### config.mk
export PLATFORM = sky130hd
export DESIGN_NAME = dts_timing_deriver
export DESIGN_NICKNAME = d
export VERILOG_FILES = /design/src/rtl/dts_pkg.sv /design/src/rtl/dts_cas_select.sv /design/src/rtl/dts_period_quant.sv /design/src/rtl/dts_timing_field.sv /design/src/rtl/dts_timing_deriver.sv
export SDC_FILE = /design/constraint.sdc
export NUM_CORES = 1
export LEC_CHECK = 0
export BUFFER_PORTS_ARGS = -buffer_cell sky130_fd_sc_hd__buf_2
export CAP_MARGIN = 30
export CORE_MARGIN = 4
export CORE_UTILIZATION = 55
export CTS_CLUSTER_DIAMETER = 50
export CTS_CLUSTER_SIZE = 40
export DETAILED_ROUTE_END_ITERATION = 6
export HOLD_SLACK_MARGIN = 0.08
export PLACE_DENSITY_LB_ADDON = 0.1
export SYNTH_ARGS = -nofsm -noshare
export SYNTH_HDL_FRONTEND = slang
export SYNTH_SLANG_ARGS = --single-unit
### constraint.sdc
create_clock -name clk -period 3.3 [get_ports clk]
set_input_delay 0.33 -clock clk [delete_from_list [all_inputs] [get_ports clk]]
set_output_delay 0.33 -clock clk [all_outputs]
set_load 0.02 [all_outputs]
### src/rtl/dts_pkg.sv
package dts_pkg;

  localparam int BYTE_W = 8;

  // CAS support mask bit positions
  localparam int CAS_BIT_2   = 2;
  localparam int CAS_BIT_2P5 = 3;
  localparam int CAS_BIT_3   = 4;

  // speed grade range limits on the full-rate cycle time byte
  localparam logic [BYTE_W-1:0] GRADE_FAST_MAX = 8'h50;
  localparam logic [BYTE_W-1:0] GRADE_MID_MAX  = 8'h60;

  // period units per grade
  localparam logic [BYTE_W-1:0] UNIT_FAST = 8'h14;
  localparam logic [BYTE_W-1:0] UNIT_MID  = 8'h18;
  localparam logic [BYTE_W-1:0] UNIT_SLOW = 8'h1E;

  // clock-select codes per grade
  localparam logic [BYTE_W-1:0] SEL_FAST = 8'h85;
  localparam logic [BYTE_W-1:0] SEL_MID  = 8'h81;
  localparam logic [BYTE_W-1:0] SEL_SLOW = 8'h80;

  typedef enum logic [1:0] {
    CL_NONE = 2'b00,
    CL_2    = 2'b01,
    CL_2P5  = 2'b10,
    CL_3    = 2'b11
  } cas_code_t;

  typedef struct packed {
    logic [BYTE_W-1:0] cas_mask;
    logic [BYTE_W-1:0] tck_max;
    logic [BYTE_W-1:0] tck_alt1;
    logic [BYTE_W-1:0] tck_alt2;
    logic [BYTE_W-1:0] trp;
    logic [BYTE_W-1:0] trcd;
    logic [BYTE_W-1:0] tras;
  } dts_desc_t;

endpackage

### src/rtl/dts_cas_select.sv
module dts_cas_select
  import dts_pkg::*;
(
  input  logic [BYTE_W-1:0] cas_mask,
  input  logic [BYTE_W-1:0] tck_max,
  input  logic [BYTE_W-1:0] tck_alt1,
  input  logic [BYTE_W-1:0] tck_alt2,
  output cas_code_t         cas
);

  logic alt1_ok;
  logic alt2_ok;

  assign alt1_ok = (tck_alt1 <= tck_max);
  assign alt2_ok = (tck_alt2 <= tck_max);

  always_comb begin
    if (cas_mask[CAS_BIT_3]) begin
      cas = CL_3;
      if (cas_mask[CAS_BIT_2P5] && alt1_ok) cas = CL_2P5;
      // the 2 step is judged on its own, not gated by the 2.5 step
      if (cas_mask[CAS_BIT_2] && alt2_ok)   cas = CL_2;
    end else begin
      cas = CL_2P5;
      if (cas_mask[CAS_BIT_2] && alt1_ok)   cas = CL_2;
    end
  end

endmodule

### src/rtl/dts_period_quant.sv
module dts_period_quant
  import dts_pkg::*;
#(
  parameter int CMP_W = 10
) (
  input  logic [BYTE_W-1:0] tck_max,
  output logic [CMP_W-1:0]  unit,
  output logic [BYTE_W-1:0] clk_sel
);

  always_comb begin
    if (tck_max <= GRADE_FAST_MAX) begin
      unit    = CMP_W'(UNIT_FAST);
      clk_sel = SEL_FAST;
    end else if (tck_max <= GRADE_MID_MAX) begin
      unit    = CMP_W'(UNIT_MID);
      clk_sel = SEL_MID;
    end else begin
      unit    = CMP_W'(UNIT_SLOW);
      clk_sel = SEL_SLOW;
    end
  end

endmodule

### src/rtl/dts_timing_field.sv
module dts_timing_field
  import dts_pkg::*;
#(
  parameter int CMP_W     = 10,
  parameter int BASE_MULT = 3,
  parameter int SHIFT     = 0,
  parameter int STEPS     = 3,
  localparam int CODE_W   = $clog2(STEPS + 1)
) (
  input  logic [BYTE_W-1:0] min_val,
  input  logic [CMP_W-1:0]  unit,
  output logic [CODE_W-1:0] code
);

  logic [CMP_W-1:0] unit_s;
  logic [CMP_W-1:0] val_w;
  logic [STEPS-1:0] hit;

  assign unit_s = unit >> SHIFT;
  assign val_w  = CMP_W'(min_val);

  for (genvar k = 0; k < STEPS; k++) begin : g_step
    logic [CMP_W-1:0] limit;
    assign limit  = CMP_W'((BASE_MULT + k) * unit_s);
    assign hit[k] = (val_w >= limit);
  end

  // thresholds rise with k, so the highest hit gives the count
  always_comb begin
    code = '0;
    for (int k = 0; k < STEPS; k++) begin
      if (hit[k]) code = CODE_W'(k + 1);
    end
  end

endmodule

### src/rtl/dts_timing_deriver.sv
module dts_timing_deriver
  import dts_pkg::*;
#(
  parameter int CMP_W = 10
) (
  input  logic              clk,
  input  logic              rst_n,
  input  logic              start,
  input  logic [BYTE_W-1:0] cas_mask,
  input  logic [BYTE_W-1:0] tck_max,
  input  logic [BYTE_W-1:0] tck_alt1,
  input  logic [BYTE_W-1:0] tck_alt2,
  input  logic [BYTE_W-1:0] trp_min,
  input  logic [BYTE_W-1:0] trcd_min,
  input  logic [BYTE_W-1:0] tras_min,
  output logic [BYTE_W-1:0] timing_cfg,
  output logic [BYTE_W-1:0] clk_sel,
  output logic              done
);

  // reset: asserted asynchronously, released on a clock edge
  logic rst_meta_q;
  logic rst_sync_n;

  always_ff @(posedge clk or negedge rst_n) begin
    if (!rst_n) begin
      rst_meta_q <= 1'b0;
      rst_sync_n <= 1'b0;
    end else begin
      rst_meta_q <= 1'b1;
      rst_sync_n <= rst_meta_q;
    end
  end

  dts_desc_t         desc_q, desc_d;
  logic              pend_q, pend_d;
  logic [BYTE_W-1:0] cfg_q, cfg_d;
  logic [BYTE_W-1:0] sel_q, sel_d;
  logic              done_q, done_d;

  cas_code_t         cas_c;
  logic [CMP_W-1:0]  unit_c;
  logic [BYTE_W-1:0] sel_c;
  logic [1:0]        trp_c, trcd_c, tras_c;

  dts_cas_select u_cas (
    .cas_mask (desc_q.cas_mask),
    .tck_max  (desc_q.tck_max),
    .tck_alt1 (desc_q.tck_alt1),
    .tck_alt2 (desc_q.tck_alt2),
    .cas      (cas_c)
  );

  dts_period_quant #(.CMP_W(CMP_W)) u_quant (
    .tck_max (desc_q.tck_max),
    .unit    (unit_c),
    .clk_sel (sel_c)
  );

  dts_timing_field #(.CMP_W(CMP_W), .BASE_MULT(3), .SHIFT(0)) u_trp (
    .min_val (desc_q.trp),
    .unit    (unit_c),
    .code    (trp_c)
  );

  dts_timing_field #(.CMP_W(CMP_W), .BASE_MULT(3), .SHIFT(0)) u_trcd (
    .min_val (desc_q.trcd),
    .unit    (unit_c),
    .code    (trcd_c)
  );

  dts_timing_field #(.CMP_W(CMP_W), .BASE_MULT(7), .SHIFT(2)) u_tras (
    .min_val (desc_q.tras),
    .unit    (unit_c),
    .code    (tras_c)
  );

  logic ld_desc;
  logic ld_out;

  assign ld_desc = start;
  assign ld_out  = pend_q && !start;

  always_comb begin
    desc_d = desc_q;
    pend_d = pend_q;
    cfg_d  = cfg_q;
    sel_d  = sel_q;
    done_d = done_q;
    if (ld_desc) begin
      desc_d = '{cas_mask: cas_mask, tck_max: tck_max, tck_alt1: tck_alt1,
                 tck_alt2: tck_alt2, trp: trp_min, trcd: trcd_min,
                 tras: tras_min};
      pend_d = 1'b1;
      done_d = 1'b0;
    end else if (ld_out) begin
      cfg_d  = {tras_c, cas_c, trcd_c, trp_c};
      sel_d  = sel_c;
      pend_d = 1'b0;
      done_d = 1'b1;
    end
  end

  always_ff @(posedge clk or negedge rst_sync_n) begin
    if (!rst_sync_n) begin
      desc_q <= '0;
      pend_q <= 1'b0;
      cfg_q  <= '0;
      sel_q  <= '0;
      done_q <= 1'b0;
    end else begin
      desc_q <= desc_d;
      pend_q <= pend_d;
      cfg_q  <= cfg_d;
      sel_q  <= sel_d;
      done_q <= done_d;
    end
  end

  assign timing_cfg = cfg_q;
  assign clk_sel    = sel_q;
  assign done       = done_q;

endmodule

== After elaboration in Yosys (flattened, before gate mapping) ==
Index checks and enable logic that the tools add are counted.

* Bits of input ports: 59
* Output and inout port bits: 17
* Register bits after elaboration: 73
* Logic and storage cells: 59

* Reductions and logical operators: 7
* Multiply operators: 4
* Mux-type cells: 21
* Bitwise logic cells: 1
* Order comparisons: 13

{| class="wikitable"
|+ Operators by type and width
! kind !! number
|-
| 8-bit by 10-bit greater-or-equal comparator with 1-bit output || 9
|-
| 2-bit 2-to-1 mux || 9
|-
| 8-bit by 7-bit <= comparator with 1-bit output, second input constant || 2
|-
| 8-bit <= comparator || 2
|-
| 2-bit by 10-bit multiplier with 10-bit output, first input constant || 1
|-
| 3-bit by 10-bit multiplier with 10-bit output, first input constant || 1
|-
| 3-bit by 8-bit multiplier with 10-bit output, first input constant || 1
|-
| 4-bit by 8-bit multiplier with 10-bit output, first input constant || 1
|-
| 10-bit 2-to-1 mux || 1
|-
| 1-bit 2-to-1 mux || 9
|-
| 8-bit 2-to-1 mux || 1
|-
| 1-bit logical AND || 4
|-
| 3-bit 2-to-1 mux || 1
|-
| 2-bit AND reduction || 1
|-
| 2-bit nonzero test || 1
|-
| 1-bit zero test || 1
|-
| 1-bit NOT || 1
|}

== Longest topological paths before layout ==
* Depth in word-level cells: 8
* Mapped depth: 12

== Cells and area by module ==
A second synthesis with hierarchy kept.

* Cell total of the unflattened synthesis: 662
* Area total of the unflattened synthesis: 7018.0 um^2

{| class="wikitable"
|+ By module, submodules not included
! module !! cells each !! area an instance (um^2) !! instances
|-
| dts_timing_deriver || 161 || 2827.7 || 1
|-
| dts_timing_field at u_trcd || 144 || 1192.4 || 1
|-
| dts_timing_field at u_trp || 138 || 1189.9 || 1
|-
| dts_timing_field at u_tras || 132 || 1173.6 || 1
|-
| dts_cas_select || 57 || 421.7 || 1
|-
| dts_period_quant || 30 || 212.7 || 1
|}

== Worst setup path before layout ==
OpenSTA, ideal clock, no wires.

* Kind: register -> register
* From: register desc_q[40] (netlist bit)
* To: register cfg_q[3], in the netlist timing_cfg[3]
* Library setup time: 0.131 ns
* Period minus slack after synthesis: 2.763 ns
* Data required time: 3.169 ns
* Data arrival time: 2.632 ns
* Buffers on the path: 1
* Stages on the path, launching flop included: 13
* Slack: 0.537 ns
* Path through: dfrtp_1 -> or4_4 -> o211ai_1 -> and2_1 -> buf_6 -> inv_4 -> ha_1 -> o21a_1 -> o21a_1 -> o22ai_1 -> a21oi_1 -> a2111oi_0 -> o21ai_1

* Cells in the longest elaborated chain, start to end: 6
* Elaborated cells between the ends (all ways): 9
* Those cells by class: mul (1); order compare (4); mux (4)

{| class="wikitable"
|+ Ends and longest elaborated chain
! item !! RTL line !! source
|-
| start: declaration || dts_timing_deriver.sv:35 || <nowiki>dts_desc_t desc_q, desc_d;</nowiki>
|-
| start signal: assignment || dts_timing_deriver.sv:112 || <nowiki>desc_q <= desc_d;</nowiki>
|-
| 8-bit by 7-bit <= comparator with 1-bit output || dts_period_quant.sv:15 || <nowiki>end else if (tck_max <= GRADE_MID_MAX) begin</nowiki>
|-
| 3-bit 2-to-1 mux || dts_period_quant.sv:15 ||
|-
| 10-bit 2-to-1 mux * || dts_period_quant.sv:12 || <nowiki>if (tck_max <= GRADE_FAST_MAX) begin</nowiki>
|-
| 3-bit by 10-bit multiplier with 10-bit output / 8-bit by 10-bit greater-or-equal comparator with 1-bit output (equally long branches) || dts_timing_field.sv:24, dts_timing_field.sv:25 ||
|-
| 8-bit by 10-bit greater-or-equal comparator with 1-bit output / 2-bit 2-to-1 mux (equally long branches) || dts_timing_field.sv:25, dts_timing_field.sv:32 ||
|-
| 2-bit 2-to-1 mux * || dts_timing_field.sv:32 || <nowiki>if (hit[k]) code = CODE_W'(k + 1);</nowiki>
|-
| end signal: assignment || dts_timing_deriver.sv:114 || <nowiki>cfg_q <= cfg_d;</nowiki>
|-
| end: declaration || dts_timing_deriver.sv:37 || <nowiki>logic [BYTE_W-1:0] cfg_q, cfg_d;</nowiki>
|}

Every way passes the cells marked *; elsewhere a longest branch is shown, timed or not.
A chain may end at the register's enable or synchronous reset.

== Worst setup path after layout ==
Same ends and word-level chain as after synthesis.

==> results.txt <==
* Status: complete, no violations
* Per-cell via count in the routed design: 5.45
- Setup total negative slack on the finished layout was measured at 0 ns.
* Starting DRT DRC Count: 62
- Sink of the worst hold path: desc_q[42]$_DFFE_PN0P_
* Clock Sink Count: 66
- Yosys printed 0 warnings.
* Number of cells produced by synthesis: 350
* WP data required: 3.52 ns
* CTS tree: done
* Maximum root-to-sink buffer count: 2
- Switching Power: 699 µW
* Port Buf Inserts: 65
- The count of final max-slew check failures was 0.
* Worst-margin pin slew: 0.929 ns
- Cell area after synthesis: 0.00379 mm²
* Final global-route overflow total: 0
- Internal power comes to 1660 µW.
* Setup slack, reg-to-reg: 0.26 ns
- Fin area: 0.00447 mm²
* Die area: 0.00828 mm²
- For the final database, setup skew stands at 0.00688 ns.
- Pre-antenna DRT Iters: 4
* Unrepaired setup endpoints after global routing: false
- CTS clk-pin slew, worst paths: 0.07 ns
- After synthesis, the share of flip-flops with an asynchronous set or reset is 100%.
* Critical R2R Launch: desc_q[40]$_DFFE_PN0P_
* Gate power share: 23.9%
* Critical path type: register to register
- The region available for standard cell placement spans 0.00653 mm².
- Final hold violations: 0
- Routed wirelength normalized by instance count: 15.1 µm
* Placer Congestion: 0.824
- STA classifies the critical path endpoint as a register.
- The worst path in the final design needs a cycle of 3.04 ns, including I/O delays and setup.
- Rel. slew slack: 38.1%
- Along the worst path, the maximum fanout reaches 8.
- The tool flagged a number of max-cap violations equal to 0.
- Critical path launch point type: register
* Wire length of the first global-routing pass: 13400 µm
* Average footprint of a synthesized cell: 10.8 µm²
- The detail route stage leaves a number of antenna-violating nets equal to 0.
- For this configuration, the core starts out at a cell density of 58.0%.
* Static leakage: 0.00217 µW
- Detailed placement finished with a half-perimeter wire length of 5860 µm.
- Cells with a size suffix above 1 make up 31.6% of the layout.
- Relative to the synthesized area, the layout overhead comes to 18.0%.
* Power density relative to cell area: 528 mW/mm²
- Finish-stage setup viols: 0
- Total routing usage reported by global routing: 20.0%
- For this block, the routed nets add up to 7660 µm of wire.
* Number of enable flip-flop cells after synthesis: 0
- Of the available clock period, the critical path in the final layout requires 92.0%.
- The number of global-route vias before repair is 3006.
- Deepest level of the CTS H-tree: 3
- Vertical extent of the die: 91.0 µm
- Boundary pin count: 76
- The initial antenna violation count came to 0.
- Ys flop type: sky130_fd_sc_hd__dfrtp_1
- Summing all placed instances gives a cell area of 0.00421 mm².
- Fraction of power spent switching nets: 29.6%
- Of the total power, registers draw 41.2%.
- Across all hold checks on the routed design, the worst slack comes to 0.178 ns.
- Count of vias placed by the detailed router: 2762
* Worst-Skew Late Latency: 0.35 ns
- CTS Root Buffer Type: sky130_fd_sc_hd__clkbuf_8
- Per report_power, the clock group accounts for 34.8% of the total.
- Total number of nets in the final design: 538
- Path class of the lowest-slack min-delay path: input port to register
- Row cnt: 29
* Sequential-to-total area share from yosys stat: 43.6%
* Clock buffers created by TritonCTS: 9
- Data arrives at the worst endpoint at 3.26 ns.
- Counting flops and latches in the post-synthesis netlist gives 66.
- Cell variety after synth: 45
- FMAX: 0.329 GHz
- Horizontal die dimension: 91.0 µm
- The worst hold path passes through 3 cells.
- The number of cells on the worst reg-to-reg path is 11.
- The worst hold path begins at tck_max[2].
* DRC viols: 0
* Largest net degree at the start of global routing: 53
* Critical Path Start: desc_q[40]$_DFFE_PN0P_
* Worst r2r dst: timing_cfg[3]$_DFFE_PN0P_
- The number of antenna diodes in the final layout is 0.
- IR analysis of the VDD net gives a maximum drop of 0.000321 V.
[final cells by class]
type / count / area, µm²
clock buffers: 9 / 124
repair buffers: 72 / 393
inverters: 24 / 92.6
clock inverters: 7 / 118
fillers: 535 / 2060
well taps: 77 / 96.3
flip-flops and latches: 66 / 1650
multi-input cells: 252 / 2000
[worst max-delay path, cell delays in order (launching register included)]
cell and delay (ns):
sky130_fd_sc_hd__dfrtp_1 0.42, sky130_fd_sc_hd__or4_4 0.55, sky130_fd_sc_hd__o211ai_1 0.19, sky130_fd_sc_hd__and2_2 0.27
sky130_fd_sc_hd__inv_4 0.09, sky130_fd_sc_hd__ha_1 0.28, sky130_fd_sc_hd__o21a_1 0.19, sky130_fd_sc_hd__o21a_1 0.17
sky130_fd_sc_hd__o22ai_1 0.15, sky130_fd_sc_hd__a21oi_1 0.11, sky130_fd_sc_hd__a2111oi_2 0.38, sky130_fd_sc_hd__o21ai_1 0.10
[worst max-delay path by stage]
| stage | endpoint | cells after the start |
|---|---|---|
| floorplan | timing_cfg[3]$_DFFE_PN0P_ | 12 |
| global placement | timing_cfg[3]$_DFFE_PN0P_ | 11 |
| detailed placement | timing_cfg[3]$_DFFE_PN0P_ | 11 |
| CTS | timing_cfg[3]$_DFFE_PN0P_ | 11 |
| global route | timing_cfg[3]$_DFFE_PN0P_ | 11 |
| finish | timing_cfg[3]$_DFFE_PN0P_ | 11 |
[logic make-up after synthesis]
group | count (synthesis) | synth area share (%)
buf+inv | 40 | 4.72
fa+ha+maj | 54 | 17.8
simple gates | 65 | 7.86
mux | 37 | 11.0
compound gates | 86 | 14.8
flops | 66 | 43.6
other cells | 2 | 0.198
[synth_stat cells (all sizes together) (4+ instances only)]
master  count  share of area, %
a21boi      4              0.79
a21o        5              0.99
a21oi      19               2.8
buf         7               1.4
clkbuf      9              0.89
dfrtp      66                44
ha         54                18
inv        24               2.4
mux2       36                11
nand2      30               3.0
nand2b      6              0.99
nand3       4              0.53
nor2       14               1.4
o211ai      4              0.79
o21a        4              0.79
o21ai      29               4.0
[placed cells by master (no fill, tap or decap), types with 4 or more instances in the layout]
| cell | netlist | final |
|---|---|---|
| sky130_fd_sc_hd__dfrtp_1 | 66 | 65 |
| sky130_fd_sc_hd__buf_2 | 0 | 65 |
| sky130_fd_sc_hd__ha_1 | 54 | 54 |
| sky130_fd_sc_hd__mux2_2 | 36 | 36 |
| sky130_fd_sc_hd__nand2_1 | 29 | 29 |
| sky130_fd_sc_hd__o21ai_0 | 23 | 23 |
| sky130_fd_sc_hd__inv_1 | 20 | 20 |
| sky130_fd_sc_hd__a21oi_1 | 18 | 18 |
| sky130_fd_sc_hd__nor2_1 | 14 | 14 |
| sky130_fd_sc_hd__conb_1 | 2 | 10 |
| sky130_fd_sc_hd__clkbuf_8 | 0 | 9 |
| sky130_fd_sc_hd__nand2b_1 | 6 | 6 |
| sky130_fd_sc_hd__a21o_1 | 5 | 5 |
| sky130_fd_sc_hd__buf_4 | 5 | 5 |
| sky130_fd_sc_hd__o211ai_1 | 4 | 4 |
| sky130_fd_sc_hd__nand3_1 | 4 | 4 |
| sky130_fd_sc_hd__o21ai_1 | 4 | 4 |
| sky130_fd_sc_hd__o21a_1 | 4 | 4 |
[per-layer routing]
layer  vias up  track usage, %  wire, µm
li1       1385               -         -
met1      1314            23.3      3310
met2        50            35.2      3900
met3        13            4.71       320
met4         0            8.92       127
met5         -               0         0
[per-stage QoR]
step	utilization (%)	setup slack (ns)	std cells	total power (µW)
2_1_floorplan	-	0.537	358	1380
3_3_place_gp	64.2	0.254	489	1520
3_5_place_dp	64.5	0.0693	490	1550
4_1_cts	68.4	0.0425	507	2380
5_1_grt	68.5	0.0295	507	2510
6_report	68.5	0.264	507	2360
[registers in the layout (all words and copies together), names as in the netlist]
signal,flops
clk_sel,3
done,1
pend_q,1
rst_sync_n,1
rst_meta_q,1
desc_q,51
timing_cfg,8
[power by group through the flow]
stage	clock network (µW)	registers (µW)	logic, µW
after floorplan	0	1010	366
after global placement	0	991	527
after detailed placement	0	988	562
after CTS	841	973	570
after global routing	874	988	651
final	823	974	566
[repair_timing]
| item | in CTS | in global routing |
|---|---|---|
| setup buffers | 0 | 0 |
| resized for setup | 0 | 3 |
| hold buffers | 1 | 0 |
| hold endpoints to repair | 2 | 0 |
| setup endpoints to repair | 0 | 1 |
(Power assumes the default switching activity.)
